==> config.mk <==
export PLATFORM = sky130hd
export DESIGN_NAME = flash_cmd_ctrl
export DESIGN_NICKNAME = d
export VERILOG_FILES = /design/src/rtl/fcc_pkg.sv /design/src/rtl/fcc_bank.sv /design/src/rtl/fcc_status.sv /design/src/rtl/fcc_rdmux.sv /design/src/rtl/flash_cmd_ctrl.sv
export SDC_FILE = /design/constraint.sdc
export NUM_CORES = 1
export LEC_CHECK = 0
export BUFFER_PORTS_ARGS = -buffer_cell sky130_fd_sc_hd__buf_4
export CELL_PAD_IN_SITES_DETAIL_PLACEMENT = 1
export CELL_PAD_IN_SITES_GLOBAL_PLACEMENT = 2
export CORE_MARGIN = 8
export CORE_UTILIZATION = 37
export DETAILED_ROUTE_END_ITERATION = 10
export PLACE_DENSITY_LB_ADDON = 0.1
export SLEW_MARGIN = 40
export SYNTH_ARGS = -nofsm -noshare
export SYNTH_HDL_FRONTEND = slang
export SYNTH_SLANG_ARGS = --single-unit
export TNS_END_PERCENT = 30
==> constraint.sdc <==
create_clock -name clk -period 3.53 [get_ports clk]
set_clock_uncertainty 0.2 [all_clocks]
set_input_delay 0.706 -clock clk [delete_from_list [all_inputs] [get_ports clk]]
set_output_delay 0.706 -clock clk [all_outputs]
set_load 0.01 [all_outputs]
==> src/rtl/fcc_pkg.sv <==
package fcc_pkg;

  typedef enum logic [1:0] {
    RM_ARRAY  = 2'd0,
    RM_STATUS = 2'd1,
    RM_SIG    = 2'd2,
    RM_QUERY  = 2'd3
  } rmode_t;

  typedef enum logic [1:0] {
    EG_IDLE = 2'd0,
    EG_RUN  = 2'd1,
    EG_SUSP = 2'd2
  } eng_t;

  localparam logic [7:0] OP_ARRAY   = 8'hFF;
  localparam logic [7:0] OP_STATUS  = 8'h70;
  localparam logic [7:0] OP_SIG     = 8'h90;
  localparam logic [7:0] OP_QUERY   = 8'h98;
  localparam logic [7:0] OP_CLEAR   = 8'h50;
  localparam logic [7:0] OP_ERASE   = 8'h20;
  localparam logic [7:0] OP_CONFIRM = 8'hD0;
  localparam logic [7:0] OP_SUSPEND = 8'hB0;

  localparam int SR_RDY  = 7;
  localparam int SR_SUS  = 6;
  localparam int SR_ERS  = 5;
  localparam int SR_SEQ  = 4;
  localparam int SR_VPP  = 3;
  localparam int SR_PROT = 1;

  localparam logic [7:0] ERR_BITS      = 8'b0011_1010;
  localparam logic [7:0] SET_SEQ_FAIL  = 8'b0011_0000;
  localparam logic [7:0] SET_PROT_FAIL = 8'b0010_0010;

  localparam int DATA_W = 16;
  localparam logic [DATA_W-1:0] MFR_ID     = 16'h00A7;
  localparam logic [DATA_W-1:0] DEV_ID     = 16'h7E21;
  localparam logic [DATA_W-1:0] CFG_WORD   = 16'h1F4B;
  localparam logic [DATA_W-1:0] ARRAY_SEED = 16'hA55A;
  localparam logic [DATA_W-1:0] ERASED_W   = 16'hFFFF;

  function automatic logic [DATA_W-1:0] query_word(input logic [3:0] idx);
    logic [DATA_W-1:0] w;
    case (idx)
      4'd0:    w = 16'h0051;
      4'd1:    w = 16'h0052;
      4'd2:    w = 16'h0059;
      4'd3:    w = 16'h0001;
      4'd4:    w = 16'h0004;
      4'd5:    w = 16'h0004;
      4'd6:    w = 16'h000A;
      4'd7:    w = 16'h0010;
      default: w = 16'h0000;
    endcase
    return w;
  endfunction

endpackage

==> src/rtl/fcc_bank.sv <==
module fcc_bank
  import fcc_pkg::*;
#(
  parameter int ERASE_CYCLES = 40,
  parameter int BLK_W        = 2
) (
  input  logic             clk,
  input  logic             rst_n,
  input  logic             mode_we,
  input  rmode_t           mode_d,
  input  logic             start,
  input  logic [BLK_W-1:0] start_blk,
  input  logic             suspend,
  input  logic             resume,
  output rmode_t           mode_o,
  output eng_t             state_o,
  output logic             done_o,
  output logic [BLK_W-1:0] blk_o
);

  localparam int CNT_W = $clog2(ERASE_CYCLES + 1);
  localparam logic [CNT_W-1:0] CNT_LOAD = CNT_W'(ERASE_CYCLES);

  rmode_t           mode_q;
  eng_t             st_q;
  logic [CNT_W-1:0] cnt_q;
  logic [BLK_W-1:0] blk_q;

  always_ff @(posedge clk or negedge rst_n) begin
    if (!rst_n)       mode_q <= RM_ARRAY;
    else if (mode_we) mode_q <= mode_d;
  end

  always_ff @(posedge clk or negedge rst_n) begin
    if (!rst_n) begin
      st_q  <= EG_IDLE;
      cnt_q <= '0;
      blk_q <= '0;
    end else begin
      case (st_q)
        EG_IDLE: if (start) begin
          st_q  <= EG_RUN;
          cnt_q <= CNT_LOAD;
          blk_q <= start_blk;
        end
        EG_RUN: begin
          if (suspend) begin
            st_q <= EG_SUSP;
          end else if (cnt_q == CNT_W'(1)) begin
            st_q  <= EG_IDLE;
            cnt_q <= '0;
          end else begin
            cnt_q <= cnt_q - CNT_W'(1);
          end
        end
        EG_SUSP: if (resume) st_q <= EG_RUN;
        default: st_q <= EG_IDLE;
      endcase
    end
  end

  assign mode_o  = mode_q;
  assign state_o = st_q;
  assign blk_o   = blk_q;
  assign done_o  = (st_q == EG_RUN) && !suspend && (cnt_q == CNT_W'(1));

  assert_start_runs_R6: assert property (@(posedge clk) disable iff (!rst_n)
    (st_q == EG_IDLE && start) |=> (st_q == EG_RUN));

  assert_count_range_R9: assert property (@(posedge clk) disable iff (!rst_n)
    (st_q == EG_RUN) |-> (cnt_q != '0 && cnt_q <= CNT_LOAD));

  assert_suspend_hold_R11: assert property (@(posedge clk) disable iff (!rst_n)
    (st_q == EG_SUSP && !resume) |=> (st_q == EG_SUSP && $stable(cnt_q)));

endmodule

==> src/rtl/fcc_status.sv <==
module fcc_status
  import fcc_pkg::*;
(
  input  logic       clk,
  input  logic       rst_n,
  input  logic       clr,
  input  logic [7:0] set_bits,
  output logic [7:0] err_o
);

  logic [7:0] err_q;

  always_ff @(posedge clk or negedge rst_n) begin
    if (!rst_n)   err_q <= '0;
    else if (clr) err_q <= '0;
    else          err_q <= err_q | (set_bits & ERR_BITS);
  end

  assign err_o = err_q;

  assert_sticky_errors_R5: assert property (@(posedge clk) disable iff (!rst_n)
    !clr |=> ((err_q & $past(err_q)) == $past(err_q)));

endmodule

==> src/rtl/fcc_rdmux.sv <==
module fcc_rdmux
  import fcc_pkg::*;
#(
  parameter int NUM_BANKS       = 4,
  parameter int BLOCKS_PER_BANK = 4,
  parameter int ADDR_W          = 16
) (
  input  logic                                   clk,
  input  logic                                   rst_n,
  input  logic                                   rd_valid,
  input  logic [ADDR_W-1:0]                      rd_addr,
  input  rmode_t [NUM_BANKS-1:0]                 modes_i,
  input  eng_t   [NUM_BANKS-1:0]                 states_i,
  input  logic [7:0]                             err_i,
  input  logic [NUM_BANKS*BLOCKS_PER_BANK-1:0]   erased_i,
  input  logic [NUM_BANKS*BLOCKS_PER_BANK-1:0]   prot_i,
  output logic [DATA_W-1:0]                      rd_data,
  output logic                                   rd_rvalid
);

  localparam int BANK_W = $clog2(NUM_BANKS);
  localparam int BLK_W  = $clog2(BLOCKS_PER_BANK);
  localparam int SEL_W  = BANK_W + BLK_W;

  logic [BANK_W-1:0] bank;
  logic [SEL_W-1:0]  blk_idx;
  logic [7:0]        sr;
  logic [DATA_W-1:0] word;
  eng_t              st;

  assign bank    = rd_addr[ADDR_W-1 -: BANK_W];
  assign blk_idx = rd_addr[ADDR_W-1 -: SEL_W];
  assign st      = states_i[bank];

  always_comb begin
    sr = err_i & ERR_BITS;
    sr[SR_RDY] = (st != EG_RUN);
    sr[SR_SUS] = (st == EG_SUSP);
  end

  always_comb begin
    case (modes_i[bank])
      RM_ARRAY:  word = erased_i[blk_idx] ? ERASED_W : (rd_addr ^ ARRAY_SEED);
      RM_STATUS: word = {8'h00, sr};
      RM_SIG: begin
        case (rd_addr[1:0])
          2'd0:    word = MFR_ID;
          2'd1:    word = DEV_ID;
          2'd2:    word = {15'd0, prot_i[blk_idx]};
          default: word = CFG_WORD;
        endcase
      end
      default:   word = query_word(rd_addr[3:0]);
    endcase
  end

  always_ff @(posedge clk or negedge rst_n) begin
    if (!rst_n) begin
      rd_data   <= '0;
      rd_rvalid <= 1'b0;
    end else begin
      rd_rvalid <= rd_valid;
      if (rd_valid) rd_data <= word;
    end
  end

  assert_resp_follows_R13: assert property (@(posedge clk) disable iff (!rst_n)
    rd_valid |=> rd_rvalid);

  assert_no_stray_resp_R13: assert property (@(posedge clk) disable iff (!rst_n)
    !rd_valid |=> !rd_rvalid);

endmodule

==> src/rtl/flash_cmd_ctrl.sv <==
module flash_cmd_ctrl
  import fcc_pkg::*;
#(
  parameter int NUM_BANKS       = 4,
  parameter int BLOCKS_PER_BANK = 4,
  parameter int ADDR_W          = 16,
  parameter int ERASE_CYCLES    = 40
) (
  input  logic                                                clk,
  input  logic                                                rst_n,
  input  logic                                                cmd_valid,
  output logic                                                cmd_ready,
  input  logic [$clog2(NUM_BANKS)+$clog2(BLOCKS_PER_BANK)-1:0] cmd_sel,
  input  logic [7:0]                                          cmd_code,
  input  logic [NUM_BANKS*BLOCKS_PER_BANK-1:0]                prot_mask,
  input  logic                                                rd_valid,
  input  logic [ADDR_W-1:0]                                   rd_addr,
  output logic [15:0]                                         rd_data,
  output logic                                                rd_rvalid
);

  localparam int BANK_W     = $clog2(NUM_BANKS);
  localparam int BLK_W      = $clog2(BLOCKS_PER_BANK);
  localparam int SEL_W      = BANK_W + BLK_W;
  localparam int NUM_BLOCKS = NUM_BANKS * BLOCKS_PER_BANK;

  logic              fire;
  logic [BANK_W-1:0] w_bank;
  logic [BLK_W-1:0]  w_blk;
  logic              pend_q;
  logic [BANK_W-1:0] pend_bank_q;

  rmode_t [NUM_BANKS-1:0]            bank_mode;
  eng_t   [NUM_BANKS-1:0]            bank_state;
  logic   [NUM_BANKS-1:0]            bank_done;
  logic   [NUM_BANKS-1:0][BLK_W-1:0] bank_blk;
  logic   [NUM_BLOCKS-1:0]           erased_q;
  logic   [7:0]                      err;

  logic [BANK_W-1:0] tgt_bank;
  logic              mode_we_v, start_v, susp_v, res_v, clr_v, pend_set;
  rmode_t            mode_d_v;
  logic [7:0]        set_bits;
  eng_t              st_w;

  assign cmd_ready = 1'b1;
  assign fire      = cmd_valid;
  assign w_bank    = cmd_sel[SEL_W-1 -: BANK_W];
  assign w_blk     = cmd_sel[BLK_W-1:0];
  assign st_w      = bank_state[w_bank];

  // Command decode: one write cycle, routed to a single target bank.
  always_comb begin
    tgt_bank  = w_bank;
    mode_we_v = 1'b0;
    mode_d_v  = RM_ARRAY;
    start_v   = 1'b0;
    susp_v    = 1'b0;
    res_v     = 1'b0;
    clr_v     = 1'b0;
    pend_set  = 1'b0;
    set_bits  = '0;
    if (fire) begin
      if (pend_q) begin
        tgt_bank = pend_bank_q;
        if (cmd_code == OP_CONFIRM) begin
          if (prot_mask[{pend_bank_q, w_blk}]) set_bits = SET_PROT_FAIL;
          else                                 start_v  = 1'b1;
        end else begin
          set_bits = SET_SEQ_FAIL;
        end
      end else begin
        case (cmd_code)
          OP_ARRAY:   begin mode_we_v = 1'b1; mode_d_v = RM_ARRAY;  end
          OP_STATUS:  begin mode_we_v = 1'b1; mode_d_v = RM_STATUS; end
          OP_SIG:     begin mode_we_v = 1'b1; mode_d_v = RM_SIG;    end
          OP_QUERY:   begin mode_we_v = 1'b1; mode_d_v = RM_QUERY;  end
          OP_CLEAR:   clr_v = (st_w == EG_IDLE);
          OP_ERASE: if (st_w == EG_IDLE) begin
            pend_set  = 1'b1;
            mode_we_v = 1'b1;
            mode_d_v  = RM_STATUS;
          end
          OP_SUSPEND: susp_v = (st_w == EG_RUN);
          OP_CONFIRM: res_v  = (st_w == EG_SUSP);
          default: ;
        endcase
      end
    end
  end

  always_ff @(posedge clk or negedge rst_n) begin
    if (!rst_n) begin
      pend_q      <= 1'b0;
      pend_bank_q <= '0;
    end else if (fire) begin
      if (pend_q) begin
        pend_q <= 1'b0;
      end else if (pend_set) begin
        pend_q      <= 1'b1;
        pend_bank_q <= w_bank;
      end
    end
  end

  for (genvar b = 0; b < NUM_BANKS; b++) begin : g_bank
    logic hit;
    assign hit = (tgt_bank == BANK_W'(b));

    fcc_bank #(
      .ERASE_CYCLES(ERASE_CYCLES),
      .BLK_W       (BLK_W)
    ) u_bank (
      .clk      (clk),
      .rst_n    (rst_n),
      .mode_we  (mode_we_v && hit),
      .mode_d   (mode_d_v),
      .start    (start_v && hit),
      .start_blk(w_blk),
      .suspend  (susp_v && hit),
      .resume   (res_v && hit),
      .mode_o   (bank_mode[b]),
      .state_o  (bank_state[b]),
      .done_o   (bank_done[b]),
      .blk_o    (bank_blk[b])
    );

    assert_other_bank_mode_R2: assert property (@(posedge clk) disable iff (!rst_n)
      (fire && !pend_q && w_bank != BANK_W'(b)) |=> $stable(bank_mode[b]));
  end

  always_ff @(posedge clk or negedge rst_n) begin
    if (!rst_n) begin
      erased_q <= '0;
    end else begin
      for (int b = 0; b < NUM_BANKS; b++) begin
        if (bank_done[b]) erased_q[b*BLOCKS_PER_BANK + int'(bank_blk[b])] <= 1'b1;
      end
    end
  end

  fcc_status u_status (
    .clk     (clk),
    .rst_n   (rst_n),
    .clr     (clr_v),
    .set_bits(set_bits),
    .err_o   (err)
  );

  fcc_rdmux #(
    .NUM_BANKS      (NUM_BANKS),
    .BLOCKS_PER_BANK(BLOCKS_PER_BANK),
    .ADDR_W         (ADDR_W)
  ) u_rdmux (
    .clk      (clk),
    .rst_n    (rst_n),
    .rd_valid (rd_valid),
    .rd_addr  (rd_addr),
    .modes_i  (bank_mode),
    .states_i (bank_state),
    .err_i    (err),
    .erased_i (erased_q),
    .prot_i   (prot_mask),
    .rd_data  (rd_data),
    .rd_rvalid(rd_rvalid)
  );

  assert_bad_confirm_R7: assert property (@(posedge clk) disable iff (!rst_n)
    (fire && pend_q && cmd_code != OP_CONFIRM) |=> (err[SR_SEQ] && err[SR_ERS]));

  assert_busy_no_setup_R10: assert property (@(posedge clk) disable iff (!rst_n)
    (fire && !pend_q && st_w == EG_RUN && cmd_code == OP_ERASE) |=> !pend_q);

endmodule

* Word-level counts from Yosys, hierarchy flattened
Memory sizes are Yosys's and may differ from the RTL's.
Cells that the tools add are included.
** Cells by class
- Reduce and logical (&&, ||, !) cells :: 58
- Magnitude comparators :: 12
- Bitwise operators :: 7
- Eq/ne operators :: 47
- Mux-type cells :: 97
- Add/subtract/negate cells :: 7
** Operator list (number)
- 16-bit 2-to-1 mux :: 6
- 6-bit 2-to-1 mux :: 16
- 16-bit bitwise OR :: 3
- 16-bit case mux with 3 select lines :: 1
- 6-bit case mux with 2 select lines :: 4
- 2-bit 2-to-1 mux :: 23
- 15-bit case mux with 3 select lines :: 1
- 8-bit equality test, second input constant :: 5
- 1-bit 2-to-1 mux :: 29
- 1-bit logical AND :: 28
- 3-bit AND reduction :: 9
- 6-bit by 1-bit equality test with 1-bit output, second input constant :: 4
- 2-bit case mux with 3 select lines :: 4
- 6-bit by 1-bit subtractor with 6-bit output, second input constant :: 4
- 2-bit equality test, second input constant :: 10
- 2-bit by 1-bit != test with 1-bit output, second input constant :: 9
- 2-bit by 1-bit equality test with 1-bit output, second input constant :: 8
- 8-bit by 7-bit equality test with 1-bit output, second input constant :: 2
- 2-bit logical NOT :: 8
- 16-bit by 4-bit bitwise OR with 16-bit output :: 1
- 4-bit by 5-bit < comparator with 1-bit output, second input constant :: 3
- 1-bit binary-select mux with 4-bit select :: 3
- 2-bit binary-select mux with 2-bit select :: 3
- 1-bit demux with 4-bit select :: 3
- other kinds (22) :: 41
** Word-level totals
- Bits in read-only memories :: 48
- Bits of input ports :: 48
- Bits in registers :: 92
- Memories kept :: 1
- Logic and storage cells :: 251
** Memories
- (no name shown) :: depth 8, width 6, rd ports 1, clocked after memory_dff 0, write ports 0, RTL line fcc_pkg.sv:45 : case (idx)

* Depth between registers and ports, before layout
- Depth after elaboration :: 17
- Gate-level depth with buffers :: 8
- Gate-level depth less buffers :: 7

* Modules after synthesis
From an unflattened synthesis, not the netlist that was laid out.
** Second synthesis, totals
- Cells, all modules :: 557
- Area, all modules :: 5670.4 µm²
** Modules (own cells, without submodules)
- fcc_bank :: instances 4, area each 658.1 µm², cells each 63, seq. area each 300.3 µm²
- fcc_rdmux :: instances 1, area each 1520.2 µm², cells each 154, seq. area each 425.4 µm²
- flash_cmd_ctrl :: instances 1, area each 1343.8 µm², cells each 138, seq. area each 475.5 µm²
- fcc_status :: instances 1, area each 173.9 µm², cells each 13, seq. area each 100.1 µm²

* Worst setup path after synthesis
OpenSTA, ideal clock, no wires.
- Path type :: input port to flip-flop
- From :: input port cmd_code[0]
- To :: register g_bank[3].u_bank.blk_q[0]
- Slack :: 0.248 ns
- Library setup time :: 0.125 ns
- Cell stages on the path :: 7
- Arrival time :: 2.957 ns
- Data required time :: 3.205 ns
- Path through :: or4_1 -> buf_2 -> or4_4 -> buf_6 -> or4b_1 -> buf_6 -> mux2_4
** On the way
- Longest elaborated chain between the ends :: 6
** Ends and longest elaborated chain
- start, declared :: RTL line flash_cmd_ctrl.sv:14 : input logic [7:0] cmd_code,
- 8-bit equality test :: RTL line flash_cmd_ctrl.sv:66 : if (cmd_code == OP_CONFIRM) begin
- 1-bit 2-to-1 mux :: RTL line flash_cmd_ctrl.sv:66
- 1-bit 2-to-1 mux :: RTL line flash_cmd_ctrl.sv:64 : if (pend_q) begin
- 1-bit 2-to-1 mux :: RTL line flash_cmd_ctrl.sv:63 : if (fire) begin
- 1-bit logical AND :: RTL line flash_cmd_ctrl.sv:118 : .start (start_v && hit),
- 2-bit AND reduction (no line)
- end signal, assigned :: RTL line fcc_bank.sv:44 : blk_q <= start_blk;
- end, declared :: RTL line fcc_bank.sv:27 : logic [BLK_W-1:0] blk_q;
No other way between the ends.
A chain may end at the register's enable or synchronous reset.

* Worst setup path in the final report
- From :: register pend_bank_q[0]
- To :: register g_bank[3].u_bank.blk_q[1]
** On the way
- Longest elaborated chain between the ends :: 8
- Elaborated cells on any way between the ends :: 11
- Classes of those cells :: eq/ne: 1; mux: 8; reduce/logical: 2
** Ends and longest elaborated chain
- start, declared :: RTL line flash_cmd_ctrl.sv:31 : logic [BANK_W-1:0] pend_bank_q;
- start signal, assigned :: RTL line flash_cmd_ctrl.sv:101 : pend_bank_q <= w_bank;
- 1-bit binary-select mux with 4-bit select :: RTL line flash_cmd_ctrl.sv:67 : if (prot_mask[{pend_bank_q, w_blk}]) set_bits = SET_PROT_FAIL;
- 1-bit 2-to-1 mux (not written as such) :: RTL line flash_cmd_ctrl.sv:67
- 1-bit 2-to-1 mux :: RTL line flash_cmd_ctrl.sv:67
- 1-bit 2-to-1 mux :: RTL line flash_cmd_ctrl.sv:66
- 1-bit 2-to-1 mux :: RTL line flash_cmd_ctrl.sv:64
- 1-bit 2-to-1 mux :: RTL line flash_cmd_ctrl.sv:63
- 1-bit logical AND * :: RTL line flash_cmd_ctrl.sv:118
- 2-bit AND reduction (no line) *
Mark *: on every way between the ends. The rest lies on a longest branch, timed or not. The select of a mux whose other input is x is not followed.

==> results.sh <==
export IMPL_core_area_mm2=0.0139
export IMPL_setup_tns_ns=0
export IMPL_postLayoutCoreUtil=0.456
export IMPL_die_area_mm2=0.0182
export IMPL_port_buffer_count=64
export IMPL_cts_setup_buffers=0
export IMPL_path_max_fanout=9
export IMPL_crit_type="reg2reg"
export IMPL_die_x_um=135
export IMPL_avgRoutedWirePerCell_um=20.4
export IMPL_yosys_most_used_dff="dfrtp_1"
export IMPL_hold_violations=0
export IMPL_grt_max_degree=53
export IMPL_syn_area_per_cell_um2=9.93
export IMPL_synth_seq_cells=87
export IMPL_track_usage=0.180
export IMPL_yosysSeqAreaShare=0.415
export IMPL_worst_pin_slew_ns=0.704
export IMPL_ir_drop_v=0.000238
export IMPL_leakage_nw=2.86
export IMPL_rsz0062_at_grt="false"
export IMPL_syn_inst=528
export IMPL_clock_sinks=87
export IMPL_cts_clk_slew_worst_paths_ns=0.07
export IMPL_cts_tree="yes"
export IMPL_fmax_mhz=311
export IMPL_fp_dieH_um=135
export IMPL_cts_root_buf="clkbuf_16"
export IMPL_antenna_found_initial=0
export IMPL_syn_to_final_growth_pct=20.6
export IMPL_first_iter_violations=224
export IMPL_drt_first_pass_iters=4
export IMPL_powerDensity_mw_per_mm2=385
export IMPL_slew_headroom=0.530
export IMPL_final_antenna_net_count=0
export IMPL_yosys_warnings=0
export IMPL_vias=4476
export IMPL_async_flop_share=1.00
export IMPL_clockBufferDepth=2
export IMPL_grt_pass1_wl_um=26000
export IMPL_grt_pass1_vias=4744
export IMPL_drcViolationCount=0
export IMPL_dp_hpwl_um=12200
export IMPL_post_route_period_util=0.911
export IMPL_holdBufCountCts=0
export IMPL_cts_buffers=9
export IMPL_end_kind="flop"
export IMPL_cts_resized=0
export IMPL_regArea_mm2=0.00218
export IMPL_rows=43
export IMPL_io_pins=66
export IMPL_drive_gt1_frac=0.240
export IMPL_ys_types=67
export IMPL_nFillCells=1571
export IMPL_multiInputGateArea_mm2=0.00283
export IMPL_power_w=0.00244
export IMPL_final_nets=660
export IMPL_min_period_ns=3.22
export IMPL_start_util=0.378
export IMPL_outcome="complete, no violations"
export IMPL_final_setup_viol_count=0
export IMPL_syn_num_nets=590
export IMPL_layout_commonest_cell="dfrtp_1"
export IMPL_synth_area_mm2=0.00525
export IMPL_final_cell_mix="dfrtp_1, buf_4, o21ai_0"
export IMPL_cp_start_kind="flop"
export IMPL_slew_viol_final=0
export IMPL_overflow=0
export IMPL_totalWireLength_um=16000
export IMPL_synth_edf_count=0
export IMPL_viasPerCell=5.72
export IMPL_clock_latency_ns=0.35
export IMPL_gp_congestion=0.816
export IMPL_cts_htree_levels=3
export IMPL_cp_required_ns=3.56
export IMPL_arrival_ns=3.25
export IMPL_cap_violations=0
export IMPL_diodes=0
export IMPL_hold_class="in2async"
[cell type report]
cell class,instances,share of cell area
multi-input cells,385,0.447
inverters,33,0.0196
well taps,180,0.0356
repair buffers,82,0.0993
clock buffers,11,0.0384
flip-flops and latches,87,0.344
clock inverters,5,0.0166
[logic make-up (layout without fill, tap and decap cells)]
| logic type | count (synthesis) | after routing | synth area share |
|---|---|---|---|
| flip-flops | 87 | 87 | 0.415 |
| other | 1 | 1 | 0.000715 |
| buffers and inverters | 56 | 131 | 0.0468 |
| AO/OA/AOI/OAI | 144 | 144 | 0.187 |
| adder cells (fa/ha/maj) | 14 | 14 | 0.0334 |
| AND/OR/NAND/NOR | 189 | 189 | 0.194 |
| multiplexers | 37 | 37 | 0.123 |
[critical path: stages (launching register included)]
cell and delay (ns):
dfrtp_1 0.59, mux4_1 0.63, mux4_2 0.59, or4b_1 0.72, mux2_4 0.35
[flip-flops by register name, indices dropped and copies added (netlist names)]
name	flops
u_rdmux.rd_data	16
u_rdmux.rd_rvalid	1
g_bank.u_bank.cnt_q	24
g_bank.u_bank.mode_o	8
pend_q	1
g_bank.u_bank.blk_o	8
erased_q	16
pend_bank_q	2
u_status.err_o	3
g_bank.u_bank.state_o	8
[stage by stage]
| step | cell area, um^2 | setup slack, ns | hold slack, ns | instances |
|---|---|---|---|---|
| 2_1_floorplan | 5250 | 0.248 | 0.210 | 528 |
| 3_3_place_gp | 5980 | 0.220 | 0.238 | 767 |
| 4_1_cts | 6330 | 0.325 | 0.227 | 783 |
| 5_1_grt | 6330 | 0.226 | 0.253 | 783 |
| 3_5_place_dp | 5980 | 0.183 | 0.247 | 767 |
| 6_report | 6330 | 0.314 | 0.189 | 783 |
[routing by layer]
layer | part of all wire | vias up | global-route usage
met2 | 0.46 | 95 | 0.278
met4 | 0.019 | 0 | 0.0654
met5 | 0 | - | 0
li1 | - | 2114 | -
met1 | 0.48 | 2246 | 0.249
met3 | 0.041 | 21 | 0.0308
[cells in the mapped netlist, types with 4 or more instances]
cell,instances,share of area
nor2_1,37,0.026
a21o_1,7,0.010
or2_2,4,0.0048
dfrtp_1,87,0.42
clkbuf_1,16,0.011
nand3_1,22,0.021
mux2_2,14,0.030
and2_1,4,0.0048
nor2b_1,11,0.013
nor4_1,5,0.0060
o22ai_1,8,0.0095
buf_6,4,0.0086
ha_1,14,0.033
o21ai_0,45,0.043
inv_1,33,0.024
nand2_1,37,0.026
nand2b_1,19,0.023
a22o_1,4,0.0067
a21oi_1,14,0.013
mux4_2,16,0.069
nor3_1,26,0.025
o31ai_1,5,0.0072
a41o_1,6,0.011
o211ai_1,5,0.0072
o32ai_1,8,0.013
nor3b_1,5,0.0072
a31oi_1,12,0.014
[worst paths after layout]
kind                                startpoint                        end  slack [ns]  cells past startpoint
worst max-delay path            pend_bank_q[0]  g_bank[3].u_bank.blk_o[1]        0.31                      4
worst min-delay path                     rst_n  g_bank[1].u_bank.blk_o[0]        0.19                      1
worst max register to register  pend_bank_q[0]  g_bank[3].u_bank.blk_o[1]        0.31                      4
worst min register to register    erased_q[13]               erased_q[13]        0.26                      1
max in group asynchronous                rst_n        u_rdmux.rd_data[12]        2.27                      2
min in group clk                  erased_q[13]               erased_q[13]        0.26                      1
[report_power, final]
group          internal (W)  leakage (nW)  switching [W]
combinational      0.000125          1.58       0.000150
clock              0.000711         0.162       0.000409
sequential          0.00102          1.12      0.0000202
No activity file was read; power rests on OpenSTA's default activity.
